--- config.mk ---
export PLATFORM = sky130hd
export DESIGN_NAME = vidpre_i2c_regs
export DESIGN_NICKNAME = d
export VERILOG_FILES = /design/src/rtl/vidpre_pkg.sv /design/src/rtl/i2c_line_sync.sv /design/src/rtl/i2c_rx_ctrl.sv /design/src/rtl/ctrl_reg_bank.sv /design/src/rtl/vidpre_i2c_regs.sv
export SDC_FILE = /design/constraint.sdc
export NUM_CORES = 1
export LEC_CHECK = 0
export ABC_CLOCK_PERIOD_IN_PS = 2600
export BUFFER_PORTS_ARGS = -buffer_cell sky130_fd_sc_hd__buf_2
export CORE_MARGIN = 2
export CORE_UTILIZATION = 55
export CTS_CLUSTER_DIAMETER = 150
export CTS_CLUSTER_SIZE = 16
export DETAILED_ROUTE_END_ITERATION = 10
export HOLD_SLACK_MARGIN = 0.06
export PLACE_DENSITY = 0.75
export SYNTH_ARGS = -nofsm -noshare
export SYNTH_HDL_FRONTEND = slang
export SYNTH_SLANG_ARGS = --single-unit
--- constraint.sdc ---
create_clock -name clk_i -period 2.6 [get_ports clk_i]
set_clock_uncertainty 0.15 [all_clocks]
set_input_delay 0.52 -clock clk_i [delete_from_list [all_inputs] [get_ports clk_i]]
set_output_delay 0.52 -clock clk_i [all_outputs]
set_load 0.05 [all_outputs]
--- src/rtl/vidpre_pkg.sv ---
package vidpre_pkg;
  localparam int unsigned DW       = 8;
  localparam int unsigned NUM_REGS = 11;

  typedef enum logic [1:0] {
    ST_IDLE,
    ST_ADDR,
    ST_SUB,
    ST_DATA
  } rx_state_e;

  // writable bits per sub-address
  function automatic logic [DW-1:0] reg_mask(int unsigned idx);
    case (idx)
      1:       return 8'h7F;
      5:       return 8'h7F;
      10:      return 8'hC1;
      default: return 8'hFF;
    endcase
  endfunction
endpackage

--- src/rtl/i2c_line_sync.sv ---
module i2c_line_sync #(
  parameter int unsigned STAGES = 2
) (
  input  logic clk_i,
  input  logic rst_ni,
  input  logic scl_i,
  input  logic sda_i,
  output logic scl_o,
  output logic sda_o,
  output logic scl_rise_o,
  output logic scl_fall_o,
  output logic start_o,
  output logic stop_o
);
  logic [STAGES-1:0] scl_sh, sda_sh;
  logic scl_q, sda_q;

  always_ff @(posedge clk_i or negedge rst_ni) begin
    if (!rst_ni) begin
      scl_sh <= '1;
      sda_sh <= '1;
      scl_q  <= 1'b1;
      sda_q  <= 1'b1;
    end else begin
      scl_sh <= {scl_sh[STAGES-2:0], scl_i};
      sda_sh <= {sda_sh[STAGES-2:0], sda_i};
      scl_q  <= scl_sh[STAGES-1];
      sda_q  <= sda_sh[STAGES-1];
    end
  end

  assign scl_o      = scl_sh[STAGES-1];
  assign sda_o      = sda_sh[STAGES-1];
  assign scl_rise_o = scl_o & ~scl_q;
  assign scl_fall_o = ~scl_o & scl_q;
  // SDA edges count only with SCL high on both sides of the edge
  assign start_o    = scl_o & scl_q & sda_q & ~sda_o;
  assign stop_o     = scl_o & scl_q & ~sda_q & sda_o;
endmodule

--- src/rtl/i2c_rx_ctrl.sv ---
module i2c_rx_ctrl
  import vidpre_pkg::*;
#(
  parameter logic [6:0]  DEV_ADDR = 7'h20,
  parameter int unsigned AW       = 8
) (
  input  logic          clk_i,
  input  logic          rst_ni,
  input  logic          scl_i,
  input  logic          sda_i,
  input  logic          scl_rise_i,
  input  logic          scl_fall_i,
  input  logic          start_i,
  input  logic          stop_i,
  output logic          sda_oe_o,
  output logic          busy_o,
  output logic          wr_en_o,
  output logic [AW-1:0] wr_addr_o,
  output logic [DW-1:0] wr_data_o
);
  rx_state_e     state_q;
  logic [3:0]    bit_cnt_q;
  logic [DW-1:0] shift_q;
  logic [AW-1:0] ptr_q;
  logic          ack_ph_q, oe_q, busy_q;

  always_ff @(posedge clk_i or negedge rst_ni) begin
    if (!rst_ni) begin
      state_q   <= ST_IDLE;
      bit_cnt_q <= '0;
      shift_q   <= '0;
      ptr_q     <= '0;
      ack_ph_q  <= 1'b0;
      oe_q      <= 1'b0;
      busy_q    <= 1'b0;
      wr_en_o   <= 1'b0;
      wr_addr_o <= '0;
      wr_data_o <= '0;
    end else begin
      wr_en_o <= 1'b0;
      if (start_i) begin
        busy_q    <= 1'b1;
        state_q   <= ST_ADDR;
        bit_cnt_q <= '0;
        ack_ph_q  <= 1'b0;
        oe_q      <= 1'b0;
      end else if (stop_i) begin
        busy_q    <= 1'b0;
        state_q   <= ST_IDLE;
        bit_cnt_q <= '0;
        ack_ph_q  <= 1'b0;
        oe_q      <= 1'b0;
      end else if (state_q != ST_IDLE) begin
        if (scl_rise_i && !ack_ph_q && bit_cnt_q < 4'd8) begin
          shift_q   <= {shift_q[DW-2:0], sda_i};
          bit_cnt_q <= bit_cnt_q + 4'd1;
        end
        if (scl_fall_i) begin
          if (ack_ph_q) begin
            ack_ph_q  <= 1'b0;
            oe_q      <= 1'b0;
            bit_cnt_q <= '0;
          end else if (bit_cnt_q == 4'd8) begin
            ack_ph_q <= 1'b1;
            case (state_q)
              ST_ADDR: begin
                if (shift_q == {DEV_ADDR, 1'b0}) begin
                  oe_q    <= 1'b1;
                  state_q <= ST_SUB;
                end else begin
                  state_q <= ST_IDLE;
                end
              end
              ST_SUB: begin
                ptr_q   <= AW'(shift_q);
                oe_q    <= 1'b1;
                state_q <= ST_DATA;
              end
              default: begin
                oe_q      <= 1'b1;
                ptr_q     <= ptr_q + 1'b1;
                wr_en_o   <= (ptr_q < AW'(NUM_REGS));
                wr_addr_o <= ptr_q;
                wr_data_o <= shift_q;
              end
            endcase
          end
        end
      end
    end
  end

  assign sda_oe_o = oe_q;
  assign busy_o   = busy_q;

  p_oe_scl_low_r1: assert property (@(posedge clk_i) disable iff (!rst_ni)
    !$stable(oe_q) |-> !scl_i);
  p_nack_quiet_r2: assert property (@(posedge clk_i) disable iff (!rst_ni)
    (state_q == ST_IDLE) |-> !oe_q);
  p_busy_start_r7: assert property (@(posedge clk_i) disable iff (!rst_ni)
    start_i |=> busy_q);
  p_busy_stop_r7: assert property (@(posedge clk_i) disable iff (!rst_ni)
    stop_i |=> (!busy_q && !oe_q));
  p_idle_no_drive_r8: assert property (@(posedge clk_i) disable iff (!rst_ni)
    !busy_q |-> !oe_q);
endmodule

--- src/rtl/ctrl_reg_bank.sv ---
module ctrl_reg_bank
  import vidpre_pkg::*;
#(
  parameter int unsigned AW = 8
) (
  input  logic                         clk_i,
  input  logic                         rst_ni,
  input  logic                         busy_i,
  input  logic                         wr_en_i,
  input  logic [AW-1:0]                wr_addr_i,
  input  logic [DW-1:0]                wr_data_i,
  output logic [NUM_REGS-1:0][DW-1:0]  regs_o
);
  for (genvar i = 0; i < NUM_REGS; i++) begin : g_reg
    logic [DW-1:0] r_q;
    always_ff @(posedge clk_i or negedge rst_ni) begin
      if (!rst_ni)                                   r_q <= '0;
      else if (wr_en_i && wr_addr_i == AW'(i))       r_q <= wr_data_i & reg_mask(i);
    end
    assign regs_o[i] = r_q;
  end

  p_wr_range_r6: assert property (@(posedge clk_i) disable iff (!rst_ni)
    wr_en_i |-> (wr_addr_i < AW'(NUM_REGS)));
  p_wr_busy_r7: assert property (@(posedge clk_i) disable iff (!rst_ni)
    wr_en_i |-> busy_i);
endmodule

--- src/rtl/vidpre_i2c_regs.sv ---
module vidpre_i2c_regs
  import vidpre_pkg::*;
#(
  parameter logic [6:0]  DEV_ADDR    = 7'h20,
  parameter int unsigned SYNC_STAGES = 2
) (
  input  logic       clk_i,
  input  logic       rst_ni,
  input  logic       scl_i,
  input  logic       sda_i,
  output logic       sda_oe_o,
  output logic       busy_o,
  output logic [7:0] contrast_o,
  output logic [5:0] bright_o,
  output logic       blank_mode_o,
  output logic [7:0] cut_r_o,
  output logic [7:0] cut_g_o,
  output logic [7:0] cut_b_o,
  output logic [5:0] osd_gain_o,
  output logic       slice_lvl_o,
  output logic [7:0] cut_all_o,
  output logic [7:0] sub_r_o,
  output logic [7:0] sub_g_o,
  output logic [7:0] sub_b_o,
  output logic       det_off_o,
  output logic       src_sel_o,
  output logic       refresh_dis_o
);
  localparam int unsigned AW = 8;

  logic scl_s, sda_s, scl_rise, scl_fall, start_det, stop_det;
  logic wr_en;
  logic [AW-1:0] wr_addr;
  logic [DW-1:0] wr_data;
  logic [NUM_REGS-1:0][DW-1:0] cfg;

  i2c_line_sync #(.STAGES(SYNC_STAGES)) u_sync (
    .clk_i, .rst_ni, .scl_i, .sda_i,
    .scl_o(scl_s), .sda_o(sda_s),
    .scl_rise_o(scl_rise), .scl_fall_o(scl_fall),
    .start_o(start_det), .stop_o(stop_det)
  );

  i2c_rx_ctrl #(.DEV_ADDR(DEV_ADDR), .AW(AW)) u_rx (
    .clk_i, .rst_ni,
    .scl_i(scl_s), .sda_i(sda_s),
    .scl_rise_i(scl_rise), .scl_fall_i(scl_fall),
    .start_i(start_det), .stop_i(stop_det),
    .sda_oe_o, .busy_o,
    .wr_en_o(wr_en), .wr_addr_o(wr_addr), .wr_data_o(wr_data)
  );

  ctrl_reg_bank #(.AW(AW)) u_bank (
    .clk_i, .rst_ni, .busy_i(busy_o),
    .wr_en_i(wr_en), .wr_addr_i(wr_addr), .wr_data_i(wr_data),
    .regs_o(cfg)
  );

  assign contrast_o    = cfg[0];
  assign bright_o      = cfg[1][5:0];
  assign blank_mode_o  = cfg[1][6];
  assign cut_r_o       = cfg[2];
  assign cut_g_o       = cfg[3];
  assign cut_b_o       = cfg[4];
  assign osd_gain_o    = cfg[5][5:0];
  assign slice_lvl_o   = cfg[5][6];
  assign cut_all_o     = cfg[6];
  assign sub_r_o       = cfg[7];
  assign sub_g_o       = cfg[8];
  assign sub_b_o       = cfg[9];
  assign det_off_o     = cfg[10][7];
  assign src_sel_o     = cfg[10][6];
  assign refresh_dis_o = cfg[10][0];

  logic unused_pad_bits;
  assign unused_pad_bits = ^{cfg[1][7], cfg[5][7], cfg[10][5:1]};

  p_dropped_bits_r6: assert property (@(posedge clk_i) disable iff (!rst_ni)
    (cfg[1][7] == 1'b0) && (cfg[5][7] == 1'b0) && (cfg[10][5:1] == 5'd0));
endmodule

==> flow_metrics.tcl <==
set metrics [dict create \
    grt_pass1_wl_um 17520 \
    pin_count 87 \
    core_mm2 0.009284 \
    fill_cells 626 \
    setup_tns_ps 0 \
    wl_met3_um 460 \
    layout-drive-gt1-share_pct 49.79 \
    syn_area_mm2 0.005306 \
    cts_made_buffers 17 \
    clk_path_buf_depth 2 \
    synth_nets 380 \
    rows 35 \
    async_reset_ff_share_pct 100.0 \
    vias_per_cell 5.589 \
    slew_viol_final 0 \
    htree_levels 4 \
    holdWs_ps 208.1 \
    relSlewSlack_pct 54.67 \
    drc_errors 0 \
    critical_path.startpoint_type "register" \
    die_h_um 102.2 \
    grt_overflow 0 \
    p_int_mw 3.401 \
    switching_share_pct 23.04 \
    dp_cells 574 \
    syn_inst 370 \
    syn_avg_cell_area_um2 14.34 \
    seqPwrFrac_pct 47.2 \
    drtPass1Iterations 6 \
    synth_seq_area_share_pct 60.98 \
    start_util_pct 57.16 \
    wire_per_inst_um 18.20 \
    synthTopCellsByArea "dfrtp_1, mux2_2, dfstp_2" \
    layout.nets 477 \
    cts-root-buf "clkbuf_8" \
    hold_path.class "register to register" \
    setup_ws_ps 264.9 \
    power.leakage_nw 3.474 \
    worstHoldStart "u_sync.sda_sh[0]" \
    final.period_utilization_pct 89.81 \
    highest_layer "met4" \
    endpoint_kind "register" \
    tightest_slew_ps 670.5 \
    hold_end "u_sync.sda_sh[1]" \
    rr_worst_depth 5 \
    wl_met2_um 5827 \
    pwr_density_cell_mw_per_mm2 685.2 \
    required_ps 2840 \
    synth_area_leader_cell "dfrtp_1" \
    ys_warn_count 0 \
    power_frac_comb_pct 3.0 \
    wirelength_um 11090 \
    peakVddDrop_v 0.0004222 \
    die_w_um 102.2 \
    rrSetupSlack_ps 260 \
    place.gp.congestion 0.8243 \
    portBuffers 86 \
    clock-sinks 129 \
    crit_arrival_ps 2570 \
    synth-seq-cells 129 \
    grt_max_degree 56 \
    netlist.area_leader.share_pct 58.01 \
    synth_edf_count 0 \
    cp_max_fo 10 \
    r2r-start "u_rx.state_q[0]" \
    synth_ff_type "dfrtp_1" \
    synth_cell_types 42 \
    period_minus_slack_ps 2335 \
    cts_tree "yes" \
    grtUsageTotal_pct 22.39 \
    wl_met1_um 4660 \
    drt_iter0_markers 124 \
    drv_cap 0 \
    crit_type "register to register" \
    hold_path_depth 0 \
    dp_hpwl_um 7334 \
    worstSkewPairLatency_ps 510 \
    switchingPower_mw 1.018 \
    antenna_found_initial 0 \
    grt_setup_unrepaired "false" \
    dp_slack_ps 231.5 \
    antenna_cells 0 \
    syn_to_final_growth_pct 21.53 \
    hold_viol 0 \
    grt_pass1_vias 3354 \
    final-setup-viol-count 0 \
    worstReg2RegEnd "u_rx.shift_q[4]" \
    num_vias 3404 \
    drtAntennaViolNets 0 \
    clk_pin_slew_ps 60 \
    die-area_mm2 0.01045 \
    fmax_mhz 428.2 \
    p_clk_share_pct 49.8 \
    status "finished clean" \
    instances_no_fill 609 \
]
## cells in the final DEF, fill, tap and decap left out, types with 6 or more instances in the layout
cell type / instances
nand2_1: 16
o21ai_0: 6
mux2_4: 9
buf_2: 85
nand3_1: 7
inv_1: 8
ha_1: 6
dfrtp_1: 123
clkbuf_16: 16
mux2_2: 96
a21oi_1: 14
dfstp_2: 6
nor2_1: 13
## kinds of logic (layout without fill, tap and decap cells)
kind of cell,count (synthesis),after routing,share of synthesized area [%]
AOI/OAI and AO/OA,32,32,3.726
xor gates and xnor gates,3,3,0.4953
adders and majority gates,6,6,1.415
buffers and inverters,22,132,2.028
DFF,129,129,60.98
muxes,108,108,23.49
and+or+nand+nor,70,70,7.876
## timing repair
action,CTS,global route
gates resized for setup,0,1
setup buffers,0,0
endpoints found under the setup margin,0,7
hold buffers,3,0
hold endpoints to repair,40,0
## layer usage
metal  global-route usage, %  vias to the layer above
met4                   7.282                        0
li1                        -                     1541
met1                   28.38                     1760
met3                   5.335                       12
met5                       0                        -
met2                   38.26                       91
## power groups by stage
stage	Sequential (mW)	Combinational [mW]	Clock [mW]
finish	2.09	0.131	2.20
global placement	2.12	0.124	0
floorplan	2.11	0.0660	0
CTS	2.09	0.135	2.24
detailed placement	2.12	0.130	0
global route	2.09	0.150	2.33
## worst max-delay path, cell delays in order (launching register included)
cell	delay, ps
dfrtp_1	390
inv_1	80
ha_1	270
nor4b_1	540
and2_2	400
mux2_2	370
## cells in the mapped netlist, drive strengths merged, types with 3 or more instances
cell    instances
a21oi          14
and3            5
and4b           3
buf             4
clkbuf         10
dfrtp         123
dfstp           6
ha              6
inv             8
mux2          105
mux2i           3
nand2          16
nand3           8
nand4           5
nor2           13
nor2b           4
nor4            3
nor4b           4
o21ai           6
o22ai           3
## stage by stage
stage	instance area, um^2	total power, mW	utilization [%]
final	6449	4.419	69.46
after global placement	5858	2.243	63.10
after detailed placement	5858	2.250	63.10
after global routing	6449	4.568	69.46
after floorplan	5306	2.174	-
after CTS	6447	4.458	69.45
## cell type report
cell class                 count  area [um^2]  area share (%)
tap                          129        161.4           2.503
clock inverter                13        127.6           1.979
inverter                       8        30.03          0.4657
multi-input combinational    219         1964           30.46
clock buffer                  19        431.7           6.694
sequential                   129         3236           50.17
timing repair buffer          92        498.0           7.722
## sequential cells by signal, summed over array words and instances (netlist names)
register and flops:
u_rx.wr_data_o 8, u_sync.sda_q 1, u_rx.shift_q 8, u_rx.ptr_q 8, u_rx.ack_ph_q 1, u_rx.state_q 2, u_bank.g.r_q 81, u_rx.bit_cnt_q 4
u_sync.scl_q 1, u_rx.wr_en_o 1, u_sync.sda_sh 2, u_rx.sda_oe_o 1, u_rx.busy_o 1, u_rx.wr_addr_o 8, u_sync.scl_sh 2
## how the worst max path moves through the flow
| stage | from | to | slack [ps] | cells after the start |
|---|---|---|---|---|
| after floorplan | u_rx.state_q[0] | u_rx.shift_q[0] | 510 | 6 |
| after global placement | u_rx.state_q[0] | u_rx.shift_q[4] | 290 | 5 |
| after detailed placement | u_rx.state_q[0] | u_rx.shift_q[4] | 230 | 5 |
| after CTS | u_rx.state_q[0] | u_rx.shift_q[2] | 180 | 5 |
| after global routing | u_rx.state_q[0] | u_rx.shift_q[6] | 50 | 5 |
| final | u_rx.state_q[0] | u_rx.shift_q[4] | 260 | 5 |
No activity file was read; power rests on OpenSTA's default activity.
